## src/rtl/cmd_dispatch_pkg.sv

```systemverilog
package cmd_dispatch_pkg;

   typedef enum logic [2:0] {
      K_BIND,
      K_FWD,
      K_NOP,
      K_NOTIFY,
      K_REF
   } cmd_kind_e;

   typedef enum logic [1:0] {
      ST_IDLE,
      ST_CHECK,
      ST_SEND
   } disp_state_e;

   localparam logic [1:0] ERR_NONE        = 2'd0;
   localparam logic [1:0] ERR_EMPTY_SUBCH = 2'd1;

   localparam int unsigned M_BIND     = 'h000;
   localparam int unsigned M_NOP      = 'h008;
   localparam int unsigned M_NOTIFY   = 'h020;
   localparam int unsigned M_REF      = 'h050;
   localparam int unsigned M_FWD_BASE = 'h100;

   localparam int unsigned CLASS_W    = 16;
   localparam int unsigned ENG_LSB    = 16;

endpackage

```

## src/rtl/cmd_classify.sv

```systemverilog
module cmd_classify
   import cmd_dispatch_pkg::*;
#(
   parameter int MTHD_W = 14
) (
   input  logic [MTHD_W-1:0] method,
   output cmd_kind_e         kind
);

   localparam int unsigned MTHD_U = 32'(MTHD_W);

   initial begin
      if (MTHD_U < 9) $error("cmd_classify: MTHD_W too small for forward range");
   end

   always_comb begin
      if (32'(method) >= M_FWD_BASE)    kind = K_FWD;
      else if (32'(method) == M_BIND)   kind = K_BIND;
      else if (32'(method) == M_NOTIFY) kind = K_NOTIFY;
      else if (32'(method) == M_REF)    kind = K_REF;
      else                              kind = K_NOP;
   end

endmodule

```

## src/rtl/cmd_bind_table.sv

```systemverilog
module cmd_bind_table #(
   parameter int NSUB   = 8,
   parameter int ENG_W  = 5,
   parameter int SW_ENG = 0,
   localparam int SUB_W = $clog2(NSUB)
) (
   input  logic             clk,
   input  logic             rst_n,
   input  logic             wr_en,
   input  logic [SUB_W-1:0] wr_sub,
   input  logic [ENG_W-1:0] wr_eng,
   input  logic [SUB_W-1:0] rd_sub,
   output logic [ENG_W-1:0] rd_eng
);

   logic [NSUB*ENG_W-1:0] flat;

   for (genvar g = 0; g < NSUB; g++) begin : g_entry
      logic [ENG_W-1:0] eng_q;
      always_ff @(posedge clk or negedge rst_n) begin
         if (!rst_n)
            eng_q <= ENG_W'(SW_ENG);
         else if (wr_en && (wr_sub == SUB_W'(g)))
            eng_q <= wr_eng;
      end
      assign flat[g*ENG_W +: ENG_W] = eng_q;
   end

   assign rd_eng = flat[32'(rd_sub)*ENG_W +: ENG_W];

endmodule

```

## src/rtl/cmd_dispatch.sv

```systemverilog
module cmd_dispatch
   import cmd_dispatch_pkg::*;
#(
   parameter int NSUB    = 8,
   parameter int ENG_W   = 5,
   parameter int MTHD_W  = 14,
   parameter int DATA_W  = 32,
   parameter int SW_ENG  = 0,
   localparam int SUB_W  = $clog2(NSUB),
   localparam int NUM_ENG = 2**ENG_W
) (
   input  logic               clk,
   input  logic               rst_n,
   input  logic               cmd_valid,
   output logic               cmd_ready,
   input  logic [SUB_W-1:0]   cmd_subch,
   input  logic [MTHD_W-1:0]  cmd_method,
   input  logic [DATA_W-1:0]  cmd_param,
   output logic               fwd_valid,
   output logic [ENG_W-1:0]   fwd_engine,
   output logic [SUB_W-1:0]   fwd_subch,
   output logic [MTHD_W-1:0]  fwd_method,
   output logic [DATA_W-1:0]  fwd_param,
   input  logic [NUM_ENG-1:0] eng_ready,
   input  logic [NUM_ENG-1:0] eng_idle,
   output logic [DATA_W-1:0]  ref_count,
   output logic               notify_irq,
   output logic               err_flag,
   output logic [1:0]         err_code,
   input  logic               err_clear
);

   localparam logic [ENG_W-1:0] SW_ID = ENG_W'(SW_ENG);

   if (NSUB < 2 || (NSUB & (NSUB - 1)) != 0) begin : g_bad_nsub
      $error("cmd_dispatch: NSUB must be a power of two, at least 2");
   end
   if (DATA_W < 32'(CLASS_W) + ENG_W) begin : g_bad_data
      $error("cmd_dispatch: DATA_W cannot hold class and engine fields");
   end
   if (SW_ENG < 0 || SW_ENG >= NUM_ENG) begin : g_bad_sw
      $error("cmd_dispatch: SW_ENG outside engine id range");
   end

   disp_state_e        state_q;
   cmd_kind_e          kind_d, kind_q;
   logic [SUB_W-1:0]   sub_q;
   logic [MTHD_W-1:0]  mthd_q;
   logic [DATA_W-1:0]  param_q;
   logic [ENG_W-1:0]   last_q;
   logic [DATA_W-1:0]  ref_q;
   logic               notify_q;
   logic               err_q;
   logic [1:0]         code_q;

   logic [ENG_W-1:0]   bound_eng;
   logic [ENG_W-1:0]   target;
   logic               last_drained;
   logic               switch_ok;
   logic               accept;
   logic               send_done;
   logic               tbl_wr;

   cmd_classify #(.MTHD_W(MTHD_W)) u_classify (
      .method (cmd_method),
      .kind   (kind_d)
   );

   cmd_bind_table #(.NSUB(NSUB), .ENG_W(ENG_W), .SW_ENG(SW_ENG)) u_table (
      .clk    (clk),
      .rst_n  (rst_n),
      .wr_en  (tbl_wr),
      .wr_sub (sub_q),
      .wr_eng (target),
      .rd_sub (sub_q),
      .rd_eng (bound_eng)
   );

   assign target       = (kind_q == K_BIND) ? param_q[ENG_LSB +: ENG_W] : bound_eng;
   assign last_drained = (last_q == SW_ID) || eng_idle[last_q];
   assign switch_ok    = (target == last_q) || last_drained;
   assign cmd_ready    = (state_q == ST_IDLE) && !err_q;
   assign accept       = cmd_valid && cmd_ready;
   assign send_done    = (state_q == ST_SEND) && eng_ready[target];
   assign tbl_wr       = send_done && (kind_q == K_BIND);

   assign fwd_valid  = (state_q == ST_SEND);
   assign fwd_engine = target;
   assign fwd_subch  = sub_q;
   assign fwd_method = mthd_q;
   assign fwd_param  = (kind_q == K_BIND) ? DATA_W'(param_q[CLASS_W-1:0]) : param_q;

   assign ref_count  = ref_q;
   assign notify_irq = notify_q;
   assign err_flag   = err_q;
   assign err_code   = code_q;

   always_ff @(posedge clk or negedge rst_n) begin
      if (!rst_n) begin
         sub_q   <= '0;
         mthd_q  <= '0;
         param_q <= '0;
         kind_q  <= K_NOP;
      end else if (accept) begin
         sub_q   <= cmd_subch;
         mthd_q  <= cmd_method;
         param_q <= cmd_param;
         kind_q  <= kind_d;
      end
   end

   always_ff @(posedge clk or negedge rst_n) begin
      if (!rst_n) begin
         state_q  <= ST_IDLE;
         last_q   <= SW_ID;
         ref_q    <= '0;
         notify_q <= 1'b0;
         err_q    <= 1'b0;
         code_q   <= ERR_NONE;
      end else begin
         notify_q <= 1'b0;
         if (err_clear) begin
            err_q  <= 1'b0;
            code_q <= ERR_NONE;
         end
         unique case (state_q)
            ST_IDLE: begin
               if (accept) state_q <= ST_CHECK;
            end
            ST_CHECK: begin
               unique case (kind_q)
                  K_NOTIFY: begin
                     notify_q <= 1'b1;
                     state_q  <= ST_IDLE;
                  end
                  K_REF: begin
                     if (last_drained) begin
                        ref_q   <= param_q;
                        state_q <= ST_IDLE;
                     end
                  end
                  K_BIND, K_FWD: begin
                     if (switch_ok) begin
                        if (target == SW_ID) begin
                           err_q   <= 1'b1;
                           code_q  <= ERR_EMPTY_SUBCH;
                           state_q <= ST_IDLE;
                        end else begin
                           state_q <= ST_SEND;
                        end
                     end
                  end
                  default: state_q <= ST_IDLE;
               endcase
            end
            ST_SEND: begin
               if (send_done) begin
                  last_q  <= target;
                  state_q <= ST_IDLE;
               end
            end
            default: state_q <= ST_IDLE;
         endcase
      end
   end

endmodule

```

## config.mk

```make
export PLATFORM = sky130hd
export DESIGN_NAME = cmd_dispatch
export DESIGN_NICKNAME = d
export VERILOG_FILES = /design/src/rtl/cmd_dispatch_pkg.sv /design/src/rtl/cmd_classify.sv /design/src/rtl/cmd_bind_table.sv /design/src/rtl/cmd_dispatch.sv
export SDC_FILE = /design/constraint.sdc
export NUM_CORES = 1
export LEC_CHECK = 0
export BUFFER_PORTS_ARGS = -buffer_cell sky130_fd_sc_hd__buf_2
export CORE_AREA = 2 2 128 130
export CTS_CLUSTER_DIAMETER = 60
export CTS_CLUSTER_SIZE = 30
export DETAILED_ROUTE_END_ITERATION = 8
export DIE_AREA = 0 0 130 132
export PLACE_DENSITY = 0.69
export SETUP_SLACK_MARGIN = 0.3
export SYNTH_ARGS = -nofsm -noshare
export SYNTH_HDL_FRONTEND = slang
export SYNTH_SLANG_ARGS = --single-unit
```

## constraint.sdc

```tcl
create_clock -name clk -period 3.65 [get_ports clk]
set_input_delay 0.365 -clock clk [delete_from_list [all_inputs] [get_ports clk]]
set_output_delay 0.365 -clock clk [all_outputs]
set_load 0.03 [all_outputs]
```

==> impl_metrics.json <==
{
  "grt_pass1_vias": 5590,
  "antenna_found_initial": 0,
  "status": "finished, final reports clean",
  "gp_congestion": 0.858,
  "wl_per_cell_um": 17.5,
  "crit_path_end": "u_table.g_entry[7].eng_q[4]$_DFFE_PN0P_",
  "startpoint_type": "flop",
  "dieArea_um2": 17200,
  "p_leak_nw": 4.71,
  "synth-seq-cells": 135,
  "cts_root_buffer": "clkbuf_16",
  "placementRows": 46,
  "endpoint_kind": "flop",
  "synth_edf_count": 0,
  "syn2layout_area_growth_pct": 32.7,
  "syn-instance-count": 637,
  "synthSimpleGateAreaFrac_pct": 15.3,
  "r2r_cells": 12,
  "ys_seq_area_share_pct": 49.3,
  "worst_ir_drop_vdd_uv": 568,
  "layout_setup_ws_ns": 0.386,
  "p_int_mw": 4.90,
  "drv_slew": 0,
  "fin_crit_ns": 3.26,
  "synthAdderAreaFrac_pct": 0,
  "nets": 972,
  "finalHoldViolCount": 0,
  "drt_iter0_markers": 322,
  "synth_nets": 754,
  "cp_max_fo": 10,
  "r2r_start": "fwd_subch[0]$_DFFE_PN0P_",
  "synthFlopType": "dfrtp_1",
  "clock_path_buffers": 2,
  "grt_overflow": 0,
  "p_sw_mw": 4.11,
  "cp.required_ns": 3.95,
  "antenna_cells": 0,
  "io_buffers": 207,
  "tightest_slew_ns": 1.08,
  "period_share_pct": 89.4,
  "synth_cell_types": 59,
  "clkPwrFrac_pct": 18.5,
  "drive_gt1_share_pct": 47.6,
  "gr-usage-met2_pct": 34.4,
  "firstDrtPassIters": 4,
  "die_y_um": 132,
  "start_util_pct": 43.6,
  "p_sw_share_pct": 45.6,
  "antenna_left": 0,
  "power.density_nw_per_um2": 992,
  "synthArstFlopShare_pct": 100,
  "hold_class": "in -> async",
  "use_met1_pct": 29.5,
  "post-dp-hpwl_mm": 12.9,
  "clk_latency_ns": 0.42,
  "worstSetupPathType": "reg -> reg",
  "synth-compound-area-share_pct": 9.77,
  "setup_viol": 0,
  "tns_ns": 0,
  "regToRegSetupSlack_ns": 0.39,
  "r2r_end": "u_table.g_entry[7].eng_q[4]$_DFFE_PN0P_",
  "pwr-share-seq_pct": 26.1,
  "busiest_layer": "met2",
  "synth_top_family_by_area": "multiplexers",
  "relSlewSlack_pct": 27.8,
  "cp-startpoint": "fwd_subch[0]$_DFFE_PN0P_",
  "vias": 5707,
  "pre_cts_ws_ns": 0.0686,
  "netlist_area_um2": 6850,
  "rsz0062_at_grt": "false",
  "final_common_cell": "buf_2",
  "cap_violations": 0,
  "finClkSkew_ns": 0.0100,
  "mostFrequentLayoutCells": "buf_2, nand2_1, dfrtp_1",
  "track_usage_pct": 22.3,
  "viasPerCell": 5.26,
  "route.detailed.drc": 0,
  "avgSynthCellArea_um2": 10.8,
  "grt_pass1_wl_mm": 29.6,
  "synthXorXnorAreaFrac_pct": 0.639,
  "p_comb_share_pct": 55.5,
  "synth_mux_area_share_pct": 19.9,
  "core_area_um2": 15700,
  "grt_start_max_net_pins": 82,
  "cts_tree": "yes",
  "pin_count": 209,
  "cts_max_level": 4,
  "grtUsageMet3_pct": 7.75,
  "synth_warnings": 0,
  "cts_num_sinks": 135,
  "wirelength_mm": 19.0,
  "die_w_um": 130,
  "clk_pin_slew_worst_paths_ns": 0.06,
  "max_freq_mhz": 306,
  "cts_inserted_buffers": 17,
  "cp.arrival_ns": 3.56
}
-- metal layers --
metal	wire length, µm	share of wire, %	vias to the layer above
li1	-	-	2640
met1	8200	43	2820
met4	292	1.5	0
met3	1650	8.7	24
met2	8830	47	223
met5	0	0	-
-- metrics by stage --
step / hold WS (ns) / std cells / total power, mW / util (%) / area (µm²)
after floorplan: 0.0694 / 637 / 5.33 / - / 6850
after global placement: 0.455 / 1035 / 6.56 / 51.9 / 8150
after detailed placement: 0.456 / 1035 / 6.64 / 51.9 / 8150
after CTS: 0.0228 / 1078 / 8.72 / 56.9 / 8930
after global routing: 0.0489 / 1084 / 9.50 / 57.9 / 9090
final: 0.000750 / 1084 / 9.01 / 57.9 / 9090
-- repair_timing --
item,in CTS,in global routing
setup endpoints to repair,45,45
hold buffers,0,0
pin swaps,8,6
cloned,2,1
resized for setup,18,27
setup buffers,9,5
-- sequential cells by signal, summed over array words and instances, names as in the netlist --
signal	flops
kind_q	3
notify_irq	1
err_code	2
param_q	32
fwd_subch	3
last_q	5
ref_count	32
u_table.g_entry.eng_q	40
state_q	2
err_flag	1
fwd_method	14
-- worst min-delay path by stage --
stage,startpoint,endpoint
global placement,fwd_method[8]$_DFFE_PN0P_,fwd_method[8]$_DFFE_PN0P_
CTS,rst_n,last_q[0]$_DFFE_PN0P_
finish,rst_n,last_q[0]$_DFFE_PN0P_
global route,rst_n,last_q[0]$_DFFE_PN0P_
floorplan,rst_n,err_code[0]$_DFF_PN0_
detailed placement,fwd_method[0]$_DFFE_PN0P_,fwd_method[0]$_DFFE_PN0P_
-- layout make-up --
type / instances / area (µm²)
Clock inverter: 12 / 118
Sequential cell: 135 / 3380
Tap cell: 216 / 270
Fill cell: 1339 / 6620
Clock buffer: 20 / 457
Timing Repair Buffer: 253 / 1500
Inverter: 12 / 50.0
Multi-Input combinational cell: 436 / 3310
-- synth_stat cells, types with 3 or more instances --
cell type	count	area, µm²
nand2_1	174	653
dfrtp_1	134	3350
mux2_2	75	845
mux2i_1	28	280
clkbuf_1	27	101
and2_1	21	131
buf_4	19	143
inv_1	11	41.3
nor2_1	10	37.5
a21oi_1	9	45.0
a22o_1	9	78.8
mux4_2	9	203
nand3_1	8	40.0
a311oi_1	7	61.3
o21ai_0	7	35.0
a211oi_1	6	45.0
a211oi_2	6	75.1
a31oi_1	5	31.3
buf_1	5	18.8
nor3_1	5	25.0
nand2b_1	4	25.0
a2111oi_0	3	26.3
mux2_1	3	33.8
xnor2_1	3	26.3
-- power by group through the flow --
stage / Sequential [mW] / Combinational (mW) / Clock (mW)
after floorplan: 2.41 / 2.92 / 0
after CTS: 2.34 / 4.68 / 1.70
final: 2.35 / 5.00 / 1.66
after global routing: 2.41 / 5.31 / 1.77
after global placement: 2.34 / 4.22 / 0
after detailed placement: 2.35 / 4.29 / 0
-- cells by family after synthesis --
group | Yosys count
and+or+nand+nor | 240
DFF | 135
muxes | 115
AOI/OAI and AO/OA | 75
buffers and inverters | 67
xor gates and xnor gates | 5
-- worst max-delay path, stage by stage (launching register included) --
cell and delay, ns:
dfrtp_2 0.47, nor2b_1 0.15, buf_4 0.16, a22oi_2 0.33
a31o_2 0.26, buf_6 0.16, nor2_1 0.10, a221oi_2 0.29
a211oi_2 0.14, buf_6 0.18, a2111oi_4 0.37, buf_4 0.20
mux2_2 0.33
No activity file was read; power rests on OpenSTA's default activity.
